`src/rtl/uw_pkg.sv`:
```
package uw_pkg;

  // host-side command codes
  localparam logic [1:0] HOST_READ  = 2'b00;
  localparam logic [1:0] HOST_WRITE = 2'b01;
  localparam logic [1:0] HOST_WREN  = 2'b10;
  localparam logic [1:0] HOST_WRDIS = 2'b11;

  // device-side opcodes inside a frame
  localparam logic [1:0] DEV_OP_READ  = 2'b10;
  localparam logic [1:0] DEV_OP_WRITE = 2'b01;
  localparam logic [1:0] DEV_OP_CTL   = 2'b00;

  typedef enum logic [2:0] {
    STEP_EN, STEP_WR, STEP_POLL, STEP_DIS, STEP_RD, STEP_END
  } step_e;

  typedef enum logic [2:0] {
    S_IDLE, S_SEND, S_RECV, S_POLL, S_GAP
  } state_e;

  function automatic step_e first_step(input logic [1:0] op);
    case (op)
      HOST_READ:  return STEP_RD;
      HOST_WRITE: return STEP_EN;
      HOST_WREN:  return STEP_EN;
      default:    return STEP_DIS;
    endcase
  endfunction

  function automatic step_e after_step(input step_e s, input logic [1:0] op);
    case (s)
      STEP_EN:   return (op == HOST_WRITE) ? STEP_WR : STEP_END;
      STEP_WR:   return STEP_POLL;
      STEP_POLL: return STEP_DIS;
      default:   return STEP_END;
    endcase
  endfunction

endpackage

```
`src/rtl/uw_phase_timer.sv`:
```
module uw_phase_timer #(
  parameter int PHASE_CLKS = 4
) (
  input  logic clk,
  input  logic rst,
  input  logic run,
  output logic tick
);
  localparam int CNT_W = (PHASE_CLKS > 1) ? $clog2(PHASE_CLKS) : 1;
  localparam logic [CNT_W-1:0] LAST = CNT_W'(PHASE_CLKS - 1);

  logic [CNT_W-1:0] cnt;

  assign tick = run && (cnt == LAST);

  always_ff @(posedge clk) begin
    if (rst || !run || tick) cnt <= '0;
    else                     cnt <= cnt + 1'b1;
  end

  AST_PHASE_COUNT_RANGE: assert property (@(posedge clk) disable iff (rst)
    cnt <= LAST);

endmodule

```
`src/rtl/uw_frame_gen.sv`:
```
module uw_frame_gen
  import uw_pkg::*;
#(
  parameter int ADDR_W  = 8,
  parameter int DATA_W  = 16,
  parameter int FRAME_W = 3 + ADDR_W + DATA_W,
  parameter int LEN_W   = $clog2(FRAME_W + 1)
) (
  input  step_e              step,
  input  logic [ADDR_W-1:0]  addr,
  input  logic [DATA_W-1:0]  wdata,
  output logic [FRAME_W-1:0] frame,
  output logic [LEN_W-1:0]   len
);
  localparam int HDR_W = 3 + ADDR_W;

  always_comb begin
    frame = '0;
    len   = '0;
    case (step)
      STEP_EN: begin
        frame = {1'b1, DEV_OP_CTL, {ADDR_W{1'b1}}, {DATA_W{1'b0}}};
        len   = LEN_W'(HDR_W);
      end
      STEP_DIS: begin
        frame = {1'b1, DEV_OP_CTL, {ADDR_W{1'b0}}, {DATA_W{1'b0}}};
        len   = LEN_W'(HDR_W);
      end
      STEP_RD: begin
        frame = {1'b1, DEV_OP_READ, addr, {DATA_W{1'b0}}};
        len   = LEN_W'(HDR_W);
      end
      STEP_WR: begin
        frame = {1'b1, DEV_OP_WRITE, addr, wdata};
        len   = LEN_W'(FRAME_W);
      end
      default: begin
        frame = '0;
        len   = '0;
      end
    endcase
  end

endmodule

```
`src/rtl/uw_engine.sv`:
```
module uw_engine
  import uw_pkg::*;
#(
  parameter int ADDR_W  = 8,
  parameter int DATA_W  = 16,
  parameter int POLL_W  = 16,
  parameter int FRAME_W = 3 + ADDR_W + DATA_W,
  parameter int LEN_W   = $clog2(FRAME_W + 1)
) (
  input  logic               clk,
  input  logic               rst,
  input  logic               cmd_valid,
  input  logic [1:0]         cmd_op,
  input  logic [ADDR_W-1:0]  cmd_addr,
  input  logic [DATA_W-1:0]  cmd_wdata,
  input  logic [POLL_W-1:0]  poll_limit,
  input  logic               tick,
  output logic               run,
  output step_e              fg_step,
  output logic [ADDR_W-1:0]  fg_addr,
  output logic [DATA_W-1:0]  fg_wdata,
  input  logic [FRAME_W-1:0] fg_frame,
  input  logic [LEN_W-1:0]   fg_len,
  output logic               busy,
  output logic               done,
  output logic               err,
  output logic [DATA_W-1:0]  rdata,
  output logic               mw_sel,
  output logic               mw_clk,
  output logic               mw_tx,
  input  logic               mw_rx
);
  localparam int RXC_W = $clog2(DATA_W + 1);

  state_e              state;
  step_e               step;
  logic [1:0]          op_q;
  logic [ADDR_W-1:0]   addr_q;
  logic [DATA_W-1:0]   wdata_q;
  logic [POLL_W-1:0]   limit_q;
  logic [FRAME_W-1:0]  sh;
  logic [LEN_W-1:0]    bits_left;
  logic [1:0]          ph;
  logic [DATA_W-1:0]   rx;
  logic [RXC_W-1:0]    rx_left;
  logic [POLL_W-1:0]   poll_cnt;
  logic                fail_q;
  logic                poll_last;

  assign run      = (state != S_IDLE);
  assign fg_step  = (state == S_IDLE) ? first_step(cmd_op) : after_step(step, op_q);
  assign fg_addr  = (state == S_IDLE) ? cmd_addr  : addr_q;
  assign fg_wdata = (state == S_IDLE) ? cmd_wdata : wdata_q;

  // limit of zero behaves as one sample
  assign poll_last = ({1'b0, poll_cnt} + 1'b1) >= {1'b0, limit_q};

  always_ff @(posedge clk) begin
    if (rst) begin
      state     <= S_IDLE;
      step      <= STEP_END;
      op_q      <= '0;
      addr_q    <= '0;
      wdata_q   <= '0;
      limit_q   <= '0;
      sh        <= '0;
      bits_left <= '0;
      ph        <= '0;
      rx        <= '0;
      rx_left   <= '0;
      poll_cnt  <= '0;
      fail_q    <= 1'b0;
      busy      <= 1'b0;
      done      <= 1'b0;
      err       <= 1'b0;
      rdata     <= '0;
      mw_sel    <= 1'b0;
      mw_clk    <= 1'b0;
      mw_tx     <= 1'b0;
    end else begin
      done <= 1'b0;
      case (state)
        S_IDLE: begin
          if (cmd_valid) begin
            op_q    <= cmd_op;
            addr_q  <= cmd_addr;
            wdata_q <= cmd_wdata;
            limit_q <= poll_limit;
            busy    <= 1'b1;
            err     <= 1'b0;
            fail_q  <= 1'b0;
            step    <= fg_step;
            state   <= S_SEND;
            sh      <= fg_frame;
            bits_left <= fg_len;
            ph      <= 2'd0;
            mw_sel  <= 1'b1;
            mw_clk  <= 1'b0;
            mw_tx   <= fg_frame[FRAME_W-1];
          end
        end

        S_SEND: begin
          if (tick) begin
            case (ph)
              2'd0: begin
                mw_clk <= 1'b1;
                ph     <= 2'd1;
              end
              2'd1: begin
                mw_clk <= 1'b0;
                ph     <= 2'd2;
              end
              default: begin
                if (bits_left != LEN_W'(1)) begin
                  sh        <= sh << 1;
                  mw_tx     <= sh[FRAME_W-2];
                  bits_left <= bits_left - 1'b1;
                  ph        <= 2'd0;
                end else if (step == STEP_RD) begin
                  state   <= S_RECV;
                  mw_clk  <= 1'b1;
                  mw_tx   <= 1'b0;
                  ph      <= 2'd0;
                  rx_left <= RXC_W'(DATA_W);
                end else begin
                  state  <= S_GAP;
                  mw_sel <= 1'b0;
                  mw_tx  <= 1'b0;
                end
              end
            endcase
          end
        end

        S_RECV: begin
          if (tick) begin
            if (ph == 2'd0) begin
              rx     <= {rx[DATA_W-2:0], mw_rx};
              mw_clk <= 1'b0;
              ph     <= 2'd1;
            end else if (rx_left != RXC_W'(1)) begin
              mw_clk  <= 1'b1;
              ph      <= 2'd0;
              rx_left <= rx_left - 1'b1;
            end else begin
              state  <= S_GAP;
              mw_sel <= 1'b0;
            end
          end
        end

        S_POLL: begin
          if (tick) begin
            if (mw_rx) begin
              state  <= S_GAP;
              mw_sel <= 1'b0;
            end else if (poll_last) begin
              fail_q <= 1'b1;
              state  <= S_GAP;
              mw_sel <= 1'b0;
            end else begin
              poll_cnt <= poll_cnt + 1'b1;
            end
          end
        end

        S_GAP: begin
          if (tick) begin
            step <= fg_step;
            if (fg_step == STEP_END) begin
              state <= S_IDLE;
              busy  <= 1'b0;
              done  <= 1'b1;
              err   <= fail_q;
              if (step == STEP_RD) rdata <= rx;
            end else if (fg_step == STEP_POLL) begin
              state    <= S_POLL;
              poll_cnt <= '0;
              mw_sel   <= 1'b1;
              mw_clk   <= 1'b0;
              mw_tx    <= 1'b0;
            end else begin
              state     <= S_SEND;
              sh        <= fg_frame;
              bits_left <= fg_len;
              ph        <= 2'd0;
              mw_sel    <= 1'b1;
              mw_clk    <= 1'b0;
              mw_tx     <= fg_frame[FRAME_W-1];
            end
          end
        end

        default: state <= S_IDLE;
      endcase
    end
  end

  AST_CLK_NEEDS_SEL: assert property (@(posedge clk) disable iff (rst)
    mw_clk |-> mw_sel);

  AST_CLK_MOVES_ON_TICK: assert property (@(posedge clk) disable iff (rst)
    !$stable(mw_clk) |-> $past(tick));

  AST_DONE_SINGLE: assert property (@(posedge clk) disable iff (rst)
    done |=> !done);

  AST_DONE_ENDS_BUSY: assert property (@(posedge clk) disable iff (rst)
    done |-> (!busy && $past(busy)));

  AST_IGNORE_WHEN_BUSY: assert property (@(posedge clk) disable iff (rst)
    (busy && cmd_valid) |=> $stable(addr_q));

  AST_GAP_DESELECTED: assert property (@(posedge clk) disable iff (rst)
    (state == S_GAP) |-> (!mw_sel && !mw_clk));

  AST_POLL_CLOCK_LOW: assert property (@(posedge clk) disable iff (rst)
    (state == S_POLL) |-> (mw_sel && !mw_clk));

  AST_POLL_BOUNDED: assert property (@(posedge clk) disable iff (rst)
    (state == S_POLL) |-> ((poll_cnt < limit_q) || (poll_cnt == '0)));

  AST_ERR_WITH_DONE: assert property (@(posedge clk) disable iff (rst)
    $rose(err) |-> done);

endmodule

```
`src/rtl/uwire_eeprom_master.sv`:
```
module uwire_eeprom_master
  import uw_pkg::*;
#(
  parameter int ADDR_W     = 8,
  parameter int DATA_W     = 16,
  parameter int POLL_W     = 16,
  parameter int PHASE_CLKS = 4
) (
  input  logic              clk,
  input  logic              rst,
  input  logic              cmd_valid,
  input  logic [1:0]        cmd_op,
  input  logic [ADDR_W-1:0] cmd_addr,
  input  logic [DATA_W-1:0] cmd_wdata,
  input  logic [POLL_W-1:0] poll_limit,
  output logic              busy,
  output logic              done,
  output logic              err,
  output logic [DATA_W-1:0] rdata,
  output logic              mw_sel,
  output logic              mw_clk,
  output logic              mw_tx,
  input  logic              mw_rx
);
  localparam int FRAME_W = 3 + ADDR_W + DATA_W;
  localparam int LEN_W   = $clog2(FRAME_W + 1);

  logic               tick;
  logic               run;
  step_e              fg_step;
  logic [ADDR_W-1:0]  fg_addr;
  logic [DATA_W-1:0]  fg_wdata;
  logic [FRAME_W-1:0] fg_frame;
  logic [LEN_W-1:0]   fg_len;

  uw_phase_timer #(.PHASE_CLKS(PHASE_CLKS)) u_timer (
    .clk  (clk),
    .rst  (rst),
    .run  (run),
    .tick (tick)
  );

  uw_frame_gen #(
    .ADDR_W(ADDR_W), .DATA_W(DATA_W), .FRAME_W(FRAME_W), .LEN_W(LEN_W)
  ) u_frame (
    .step  (fg_step),
    .addr  (fg_addr),
    .wdata (fg_wdata),
    .frame (fg_frame),
    .len   (fg_len)
  );

  uw_engine #(
    .ADDR_W(ADDR_W), .DATA_W(DATA_W), .POLL_W(POLL_W),
    .FRAME_W(FRAME_W), .LEN_W(LEN_W)
  ) u_engine (
    .clk        (clk),
    .rst        (rst),
    .cmd_valid  (cmd_valid),
    .cmd_op     (cmd_op),
    .cmd_addr   (cmd_addr),
    .cmd_wdata  (cmd_wdata),
    .poll_limit (poll_limit),
    .tick       (tick),
    .run        (run),
    .fg_step    (fg_step),
    .fg_addr    (fg_addr),
    .fg_wdata   (fg_wdata),
    .fg_frame   (fg_frame),
    .fg_len     (fg_len),
    .busy       (busy),
    .done       (done),
    .err        (err),
    .rdata      (rdata),
    .mw_sel     (mw_sel),
    .mw_clk     (mw_clk),
    .mw_tx      (mw_tx),
    .mw_rx      (mw_rx)
  );

endmodule

```
`config.mk`:
```
export PLATFORM = sky130hd
export DESIGN_NAME = uwire_eeprom_master
export DESIGN_NICKNAME = d
export VERILOG_FILES = /design/src/rtl/uw_pkg.sv /design/src/rtl/uw_phase_timer.sv /design/src/rtl/uw_frame_gen.sv /design/src/rtl/uw_engine.sv /design/src/rtl/uwire_eeprom_master.sv
export SDC_FILE = /design/constraint.sdc
export NUM_CORES = 1
export LEC_CHECK = 0
export BUFFER_PORTS_ARGS = -buffer_cell sky130_fd_sc_hd__buf_2
export CAP_MARGIN = 20
export CORE_MARGIN = 3
export CORE_UTILIZATION = 30
export DETAILED_ROUTE_END_ITERATION = 10
export HOLD_SLACK_MARGIN = 0.05
export PLACE_DENSITY = 0.49
export SYNTH_ARGS = -nofsm -noshare
export SYNTH_HDL_FRONTEND = slang
export SYNTH_HIERARCHICAL = 1
export SYNTH_SLANG_ARGS = --single-unit
```
`constraint.sdc`:
```
create_clock -name clk -period 3.8 [get_ports clk]
set_input_delay 0.76 -clock clk [delete_from_list [all_inputs] [get_ports clk]]
set_output_delay 0.76 -clock clk [all_outputs]
set_load 0.05 [all_outputs]
```
==> metrics.txt, run 1 <==
status finished clean; f_max approximately 0.28 GHz; initial DRC count 303; die width approximately 160 µm; synthesized area 7290 µm²; Hold Crit Start u_timer/cnt[0]; first-pass GRT wire length approximately 31000 µm; Initial Util 30.8%; pin count of the biggest net entering global routing 67; die area around 26000 µm²; Slew @ Worst Pin ~0.75 ns; Worst Clk Skew a little over 0.02 ns; Seq pwr share about 32%; CP Max Fanout 8; RSZ-0062 raised after global routing no; Synth Instances 924; die height approximately 160 µm; Worst Path Required slightly above 4 ns; Synth Net Count 992; Clock Tree Buf Depth 2; adder-cell share of the synthesized area 3.78%; Worst Hold Class reg2reg; antenna viol nets, final 0; vias in the first global route approximately 6100; synth unique cells 58; total of max-cap violations 0; Comb pwr share 40.5%; share of post-route cells with drive strength above 1 around 17%; Slew Viols, Final 0; PwrDens about 730 nW/µm²; Peak VDD IR ~0.35 mV; routed via count 6258; Post-Synth XOR/XNOR Area under 10%; Layout area overhead 16.6%; Synth warnings 6; fin crit share 92.3%; hold path depth 1; fin util 35.9%; DRT Wirelength between 15000 and 20000 µm; Top FF cell, synth dfxtp_1; gpl congestion 0.789; combinational family with the most area after synthesis simple AND/OR/NAND/NOR gates; startpoint class of the critical path register; Leak between 3 and 4 nW; clk sinks 143; initial antenna violation count 0; CP endpoint kind register; Net Sw Frac roughly 40%; root buf cell clkbuf_16; final setup vio count 0; Power Internal about 0.0037 W; RR Endpoint u_engine/state[0]; Port Buf Inserts 67; clk_lat worst skew 0.44 ns; CTS tree yes; fin crit period around 3.5 ns; mux share of post-synthesis cell area 7.17%; clock share of power around 28%; Setup CP Type reg2reg; Yosys reg bits approximately 140; critical path arrival between 3 and 4 ns; Setup TNS Final 0 ns; sequential share of the synthesized area 39.3%; TritonCTS buffer count 17; routed len/inst around 15 µm; IO Pins a little under 70; WHS Endpoint u_timer/cnt[0]; Compound-Gate Fraction of Synth Area 16.4%; Slew headroom between 50% and 60%; Clock transition at path regs 0.07 ns; iteration count of the initial detailed-routing pass 5; GRT Util Overall ~15%; Rows 56; DRC 0; Worst Setup SP u_engine/poll_cnt[3]; Post-Synth Simple-Gate Area about a quarter; grt ovf 0; Worst R2R Start u_engine/poll_cnt[3]; Async SR Flop Fraction 0%; Mapped Avg Cell Area about 7.9 µm²; Reg2Reg Setup Slack around 0.29 ns; Psw about 0.0025 W; Final Hold Violating Endpoints 0; nets slightly above 1000; vias per inst just under 5; ANT cells 0; Detailed Place HPWL roughly 13000 µm; Core Region 23700 µm²; number of cells on the worst reg-to-reg path 12; Post-synth EDFFs 0; CTS H-Tree Depth 4
## power groups by stage
stage	clock [W]	sequential (W)	combinational, W
after detailed placement	0	0.00201	0.00252
final	0.00170	0.00198	0.00250
after global routing	0.00182	0.00202	0.00281
after floorplan	0	0.00199	0.00195
after global placement	0	0.00201	0.00251
after CTS	0.00175	0.00198	0.00253
## worst max-delay path, cell delays in order, from the launching register on
cell and delay, ns:
dfxtp_1 0.37, and3_1 0.22, and3_1 0.35, nand4_1 0.16, xnor2_1 0.18, ha_1 0.30, nand3_1 0.10, or3_1 0.41
o41ai_2 0.40, or4_4 0.24, o21ai_2 0.10, or2_2 0.33, o32ai_1 0.24
## repair_timing
item,4_1_cts,5_1_grt
endpoints found under the hold margin,0,0
endpoints found under the setup margin,0,12
setup buffers,0,0
resized for setup,0,2
hold buffers,0,0
## per-stage QoR
stage	cells	worst slack [ns]	hold slack, ns	cell area [µm²]	power (W)
after floorplan	924	0.426	0.405	7290	0.00395
after global placement	1262	0.290	0.427	7900	0.00452
after detailed placement	1262	0.205	0.421	7900	0.00453
after CTS	1294	0.183	0.438	8490	0.00626
after global routing	1294	0.0150	0.468	8500	0.00665
final	1294	0.291	0.436	8500	0.00618
## final cells by class
class	instances	area, µm²
fillers	2586	15200
multi-input cells	681	4010
flip-flops and latches	143	2860
repair buffers	92	538
clock buffers	17	425
well taps	319	399
clock inverters	15	165
inverters	27	101
## routing by layer
layer / part of all wire (%) / vias up / track usage [%] / routed length [µm]
li1: - / 3247 / - / -
met1: 50 / 2906 / 19.4 / 9380
met2: 45 / 93 / 23.3 / 8460
met3: 4.5 / 12 / 3.83 / 846
met4: 0.83 / 0 / 3.88 / 157
met5: 0 / - / 0 / 0
## cell families (layout without fill, tap and decap cells)
group,after synthesis,after routing
simple gates,397,397
compound gates,197,197
other cells,1,1
fa+ha+maj,22,22
xor+xnor,15,15
buf+inv,100,151
flops,143,143
mux,49,49
## worst max-delay path by stage
stage | end | slack [ns] | cells past startpoint
floorplan | u_engine/state[0] | 0.43 | 15
global placement | u_engine/state[0] | 0.29 | 12
finish | u_engine/state[0] | 0.29 | 12
global route | u_engine/state[0] | 0.02 | 11
detailed placement | u_engine/state[0] | 0.21 | 12
CTS | u_engine/state[0] | 0.18 | 12
## cell usage after synthesis, drive strengths merged, types with 4 or more instances
master    n  share of area [%]
o22ai    10               0.86
nand3    13               0.89
mux2i    23                3.2
clkbuf   52                2.7
dfxtp   143                 39
and2     18                1.5
a311oi   26                3.1
or2       4               0.34
ha       22                3.8
a21oi    99                6.8
nand2   193                9.9
nor2b    13                1.1
nor2     81                4.2
mux2     26                4.0
buf      21                2.2
nor3      6               0.41
nand4    15                1.3
and3     10               0.86
a31oi     5               0.43
xor2      5               0.60
or3       5               0.43
nand2b   14                1.2
o21ai    31                2.2
inv      27                1.4
xnor2    10                1.2
nor3b     8                1.0
## state kept, by name, indices dropped and copies added (netlist names), 8 cells and up
| name | count |
|---|---|
| u_engine/wdata_q | 16 |
| u_engine/addr_q | 8 |
| u_engine/poll_cnt | 16 |
| u_engine/rx | 16 |
| u_engine/limit_q | 16 |
| u_engine/rdata | 16 |
| u_engine/sh | 26 |
## placed cells by master, fill, tap and decap left out, types with 5 or more instances in the layout
cell type / netlist / routed
nand2_1: 193 / 193
dfxtp_1: 143 / 143
a21oi_1: 99 / 99
nor2_1: 81 / 81
buf_2: 7 / 66
o21ai_0: 29 / 28
inv_1: 27 / 27
mux2_2: 26 / 26
a311oi_1: 26 / 26
buf_4: 5 / 25
mux2i_1: 23 / 23
ha_1: 22 / 22
and2_1: 18 / 18
clkbuf_16: 0 / 17
nand4_1: 15 / 15
nand2b_1: 14 / 14
nand3_1: 13 / 13
nor2b_1: 13 / 13
xnor2_1: 10 / 10
and3_1: 10 / 10
o22ai_1: 10 / 10
inv_8: 0 / 6
nor3b_1: 6 / 6
inv_6: 0 / 5
or3_1: 5 / 5
xor2_1: 5 / 5
nor3_1: 6 / 5
a31oi_1: 5 / 5
Power figures use the tool's default switching activity.
==> inputs of run 2 (changes only) <==
Settings changed: BUFFER_PORTS_ARGS -buffer_cell sky130_fd_sc_hd__buf_2 to not set, DONT_BUFFER_PORTS set to 1, PLACE_DENSITY 0.49 to 0.47.
==> run 2 against run 1 <==
Compared with the run above: sequential share of layout area increased by 1.6 points; combinational power fell by 8%; critical path type unchanged; sequential power grew 3%; wire length is 1.8% lower.
==> metrics.txt, run 2 (synthesized netlist as in run 1, its figures left out) <==
status finished clean; routed via count 6041 (-3.5%); routed len/inst 15.2 µm (+4.4%); WHS Endpoint u_engine/limit_q[0]; clk_lat worst skew 0.42 ns (-0.02 ns); Detailed Place HPWL 11900 µm (-5.2%); Final Hold Violating Endpoints 0 (unchanged); DRT Wirelength 18500 µm (-1.8%); DRC 0 (unchanged); vias per inst 4.96 (+2.6%); Clock Tree Buf Depth 2 (unchanged); Slew Viols, Final 0 (unchanged); number of cells on the worst reg-to-reg path 12 (unchanged); Post-CTS Setup Bufs 0 (unchanged); Layout area overhead 11.2%; IO Pins 68 (unchanged); first-pass GRT wire length 30500 µm (-2.6%); die width 162 µm (unchanged); Buf+Inv Stages, Crit Path 0 (unchanged); Slew @ Worst Pin 0.679 ns (-0.0709 ns); startpoint class of the critical path register; clk sinks 143 (unchanged); antenna viol nets, final 0 (unchanged); die height 162 µm (unchanged); root buf cell clkbuf_16; total of max-cap violations 0 (unchanged); Slew headroom 54.7% (+4.7 points); CTS tree yes; Setup CP Type reg2reg; hold path depth 1 (unchanged); gpl congestion 0.813 (+3.0%); RR Endpoint u_engine/state[0]; Leak 3.11 nW (-9.5%); CP endpoint kind register; PwrDens 745 nW/µm² (+2.4%); commonest non-fill, non-tap cells in the layout nand2_1, dfxtp_1, a21oi_1; die area 26200 µm² (unchanged); Worst Path Required 4.14 ns (about the same); RSZ-0062 raised after global routing no; fin crit period 3.50 ns (-0.00737 ns); Total Power 0.00604 W (-2.4%); TritonCTS buffer count 17 (unchanged); fin crit share 92.1% (-0.19 points); Core Region 23700 µm² (unchanged); family with the most delay on the worst path simple AND/OR/NAND/NOR gates; f_max 0.286 GHz (+0.21%); share of post-route cells with drive strength above 1 10.5% (-6.8 points); Largest Register u_engine/sh; CP max stage cell dfxtp_1; Clock transition at path regs 0.07 ns (about the same); commonest non-fill, non-tap cell in the layout nand2_1; Worst Clk Skew 0.00825 ns (-0.0119 ns); Port Buf Inserts 0 (-100%); Worst Setup SP u_engine/poll_cnt[6]; Hold Crit Start rst; initial DRC count 348 (+15%); ANT cells 0 (unchanged); CTS H-Tree Depth 4 (unchanged); Rows 56 (unchanged); final setup vio count 0 (unchanged); Reg2Reg Setup Slack 0.30 ns (about the same); Initial Util 30.8% (unchanged); Setup TNS Final 0 ns (unchanged); CP Max Fanout 9 (+1); iteration count of the initial detailed-routing pass 4 (-1); Worst Hold Class in2reg; cells along the critical path and4_4 -> and4_4 -> nand3_1 -> xnor2_1 -> ha_1 -> nand3_1 -> or3_1 -> o41ai_2 -> or4_4 -> o21ai_2 -> or2_2 -> o32ai_1; slowest stage delay, CP 0.48 ns (+0.07 ns); grt ovf 0 (unchanged); Worst R2R Start u_engine/poll_cnt[6]; initial antenna violation count 0 (unchanged); pin count of the biggest net entering global routing 147 (+120%); critical path arrival 3.84 ns (about the same); vias in the first global route 5782 (-6.0%); hold_buf cts 0 (unchanged); max reg flops 26 (unchanged); nets 954 (-7.4%); Peak VDD IR 0.380 mV (+9.0%); GRT Util Overall 14.2% (-0.30 points)
[run 2: cell count changes in the layout (fill, tap and decap cells not counted), moves of 2 or more]
cell,before,now
buf_2,66,0
buf_4,25,15
clkinv_8,0,2
clkinvlp_4,2,0
inv_6,5,3
inv_8,6,8
[run 2: routing by layer]
layer | part of all wire (%) | routed length [µm] | vias up | global-route usage, %
met3 | 6.3 | 1170 | 6 | 4.97
li1 | - | - | 3094 | -
met4 | 0.61 | 112 | 0 | 3.49
met5 | 0 | 0 | - | 0
met1 | 49 | 9070 | 2846 | 19.4
met2 | 44 | 8150 | 95 | 21.6
[run 2: cell type report]
cell class,count,area (µm²)
sequential,143,2860
timing repair buffer,16,133
tap,319,399
fill,2577,15600
clock inverter,15,166
multi-input combinational,681,4020
clock buffer,17,425
inverter,27,101
[run 2: what timing repair did]
action                                  CTS  global route
gates resized for setup                   0             3
endpoints found under the hold margin     0             0
endpoints found under the setup margin    0            19
[run 2: where the power goes]
group / internal, W / total (W) / switching (W)
Clock: 0.000890 / 0.00168 / 0.000789
Combinational: 0.000925 / 0.00231 / 0.00139
Sequential: 0.00179 / 0.00204 / 0.000255
[run 2: worst register-to-register path, delay by kind of cell (launching register included)]
kind	cells	cell delay, ns
AO/OA/AOI/OAI	3	0.76
XOR/XNOR	1	0.16
adder cells (fa/ha/maj)	1	0.30
flip-flops	1	0.48
AND/OR/NAND/NOR	7	1.73
[run 2: worst max-delay path by stage]
stage / end / cells past startpoint
final: u_engine/state[0] / 12
after global routing: u_engine/state[0] / 11
after CTS: u_engine/state[0] / 12
after detailed placement: u_engine/state[0] / 12
after global placement: u_engine/state[0] / 12
after floorplan: u_engine/state[0] / 15
[run 2: stage by stage]
step | instance area (µm²) | worst slack [ns] | instances | util [%] | hold slack [ns]
finish | 8110 | 0.298 | 1218 | 34.2 | 0.401
detailed placement | 7490 | 0.203 | 1186 | 31.6 | 0.424
CTS | 8090 | 0.182 | 1218 | 34.1 | 0.384
global route | 8110 | 0.0340 | 1218 | 34.2 | 0.378
global placement | 7490 | 0.242 | 1186 | 31.6 | 0.424
floorplan | 7290 | 0.426 | 924 | - | 0.405
==> inputs of run 3 (changes only) <==
Settings changed: ABC_AREA set to 1, CTS_CLUSTER_SIZE set to 40, PLACE_DENSITY 0.47 to not set.
==> run 3 against run 2 <==
Compared with the run above: synthesized cell count up 19%; core utilization up 0.22 points; maximum frequency up 11%; flip-flop and latch count unchanged; critical path depth up 6; sequential power about the same; largest power group unchanged; highest routed layer unchanged.
==> metrics.txt, run 3 <==
gpl congestion 0.856 (+5.3%); Initial Util 31.1% (+0.31 points); fin crit share 83.3% (-8.9 points); register area 2860 µm² (unchanged); Synth top cells by count nand2_1, nor2_1, dfxtp_1; pin count of the biggest net entering global routing 74 (-50%); adder-cell share of the synthesized area 3.71% (-0.071 points); Mapped Avg Cell Area 6.75 µm² (-14%); Async SR Flop Fraction 0% (unchanged); Synth Instances 1100 (+19%); Post-synth EDFFs 0 (unchanged); routed len/inst 12.5 µm (-18%); Worst R2R Start u_engine/poll_cnt[0]; DRC 0 (unchanged); Compound-Gate Fraction of Synth Area 18.5% (+2.2 points); top cells by area, synth dfxtp_1, nand2_1, o21ai_0, nor2_1, inv_1; die area 26700 µm² (+1.8%); CTS tree yes; Worst Hold Class in2reg; clk sinks 143 (unchanged); Rows 56 (unchanged); Post-Synth XOR/XNOR Area 1.53% (-0.27 points); initial antenna violation count 0 (unchanged); mux share of post-synthesis cell area 0% (-7.2 points); combinational family with the most area after synthesis simple AND/OR/NAND/NOR gates; Setup CP Type reg2reg; grt ovf 0 (unchanged); routed via count 6676 (+11%); iteration count of the initial detailed-routing pass 5 (+1); Clock Tree Buf Depth 2 (unchanged); die width 163 µm (+0.91%); root buf cell clkbuf_16; GRT Util Overall 13.5% (-0.73 points); share of post-route cells with drive strength above 1 7.68% (-2.8 points); Final Hold Violating Endpoints 0 (unchanged); CTS H-Tree Depth 4 (unchanged); commonest non-fill, non-tap cells in the layout nand2_1, nor2_1, dfxtp_1; Layout area overhead 10.8%; die height 163 µm (+0.91%); Core Region 23900 µm² (+0.89%); Slew Viols, Final 0 (unchanged); Leak 3.50 nW (+12%); status finished clean; Synth warnings 6 (unchanged); antenna viol nets, final 0 (unchanged); f_max 0.316 GHz (+11%); most frequent cell after synthesis nand2_1; PwrDens 764 nW/µm² (+2.5%); fin crit period 3.16 ns (-0.338 ns); Detailed Place HPWL 12200 µm (+2.9%); RSZ-0062 raised after global routing no; Peak VDD IR 0.476 mV (+25%); TritonCTS buffer count 17 (unchanged); Setup TNS Final 0 ns (unchanged); Worst Clk Skew 0.00903 ns (+0.000776 ns); total of max-cap violations 0 (unchanged); Synth Net Count 1168 (+18%); Port Buf Inserts 0 (unchanged); Reg2Reg Setup Slack 0.64 ns (+0.34 ns); critical path arrival 3.48 ns (-0.36 ns); Slew headroom 35.9% (-19 points); area occupied by multi-input gates 3760 µm² (-6.4%); commonest non-fill, non-tap cell in the layout nand2_1; Worst Setup SP u_engine/poll_cnt[0]; first-pass GRT wire length 29600 µm (-2.8%); vias in the first global route 6126 (+5.9%); synth unique cells 39 (-33%); Slew @ Worst Pin 0.961 ns (+0.282 ns); max reg flops 26 (unchanged); initial DRC count 398 (+14%); Hold Crit Start rst; vias per inst 4.77 (-3.9%); final setup vio count 0 (unchanged); Top FF cell, synth dfxtp_1; ANT cells 0 (unchanged); DRT Wirelength 17500 µm (-5.2%); Clock transition at path regs 0.06 ns (about the same); Largest Register u_engine/sh; clk_lat worst skew 0.42 ns (about the same); Yosys top cell by area dfxtp_1; nets 1136 (+19%); post-synth top area share 38.5% (-0.73 points); IO Pins 68 (unchanged); CP endpoint kind register; Filler cells 2564 (-0.50%); synthesized area 7430 µm² (+1.9%); Min Hold Slack 0.402 ns (+0.00101 ns); startpoint class of the critical path register; sequential share of the synthesized area 38.5% (-0.73 points); CP Max Fanout 32 (+23); Worst Path Required 4.11 ns (-0.03 ns); Post-Synth Simple-Gate Area 26.8% (+1.5 points); Yosys reg bits 143 (unchanged); hold_buf cts 0 (unchanged)
==> run 3: layout make-up <==
| class | count | area share, % |
|---|---|---|
| repair buffers | 11 | 1.16 |
| multi-input cells | 760 | 45.7 |
| clock buffers | 19 | 5.50 |
| well taps | 319 | 4.85 |
| flip-flops and latches | 143 | 34.8 |
| inverters | 135 | 6.17 |
| clock inverters | 13 | 1.82 |
==> run 3: report_power, final <==
group / internal, W / switching [W] / total (W)
Clock: 0.00101 / 0.000675 / 0.00169
Combinational: 0.000802 / 0.00176 / 0.00256
Sequential: 0.00181 / 0.000219 / 0.00203
Total: 0.00363 / 0.00265 / 0.00628
==> run 3: stage by stage <==
| stage | total power (W) | cell area [µm²] | setup WS [ns] | std cells | utilization, % |
|---|---|---|---|---|---|
| 6_report | 0.00628 | 8230 | 0.636 | 1400 | 34.4 |
| 5_1_grt | 0.00686 | 8230 | 0.165 | 1400 | 34.4 |
| 4_1_cts | 0.00632 | 8210 | 0.487 | 1399 | 34.3 |
| 3_5_place_dp | 0.00460 | 7600 | 0.507 | 1367 | 31.8 |
| 3_3_place_gp | 0.00456 | 7600 | 0.649 | 1367 | 31.8 |
| 2_1_floorplan | 0.00420 | 7430 | 1.06 | 1100 | - |
==> run 3: final timing paths <==
check	depth (start not counted)	endpoint
setup reg to reg	18	u_engine/poll_cnt[14]
hold / removal	1	u_engine/rx_left[4]
hold reg to reg	1	u_timer/cnt[0]
setup / recovery	18	u_engine/poll_cnt[14]
==> run 3: logic make-up (layout without fill, tap and decap cells) <==
logic type / after synthesis / in the layout
xor+xnor: 13 / 13
buf+inv: 197 / 178
other cells: 1 / 1
fa+ha+maj: 22 / 22
compound gates: 264 / 264
flops: 143 / 143
simple gates: 460 / 460
==> run 3: critical path, stage by stage, from the launching register on <==
cell and delay (ns):
dfxtp_1 0.39, ha_1 0.22, nand2_1 0.07, nor2_1 0.08, nand2_1 0.14, nor3_1 0.31
nand2_1 0.12, xor2_1 0.21, ha_1 0.28, a21oi_1 0.14, nor2_1 0.05, nor2_1 0.08
nand3_1 0.10, nor2_2 0.14, nand3_2 0.14, nand2_4 0.30, nand3_1 0.12, nand2_1 0.10
nor2_1 0.05
==> run 3: layer usage <==
layer | share of wire, % | wire length, µm | track usage [%] | vias to the layer above
met5 | 0 | 0 | 0 | -
met4 | 2.0 | 354 | 5.50 | 0
met3 | 6.7 | 1180 | 4.64 | 23
met2 | 43 | 7530 | 20.2 | 121
met1 | 48 | 8470 | 17.7 | 3032
li1 | - | - | - | 3500
==> run 3: what timing repair did <==
action	in CTS	in global routing
endpoints found under the hold margin	0	0
endpoints found under the setup margin	0	4
buffers inserted	0	0
gates resized for setup	0	1
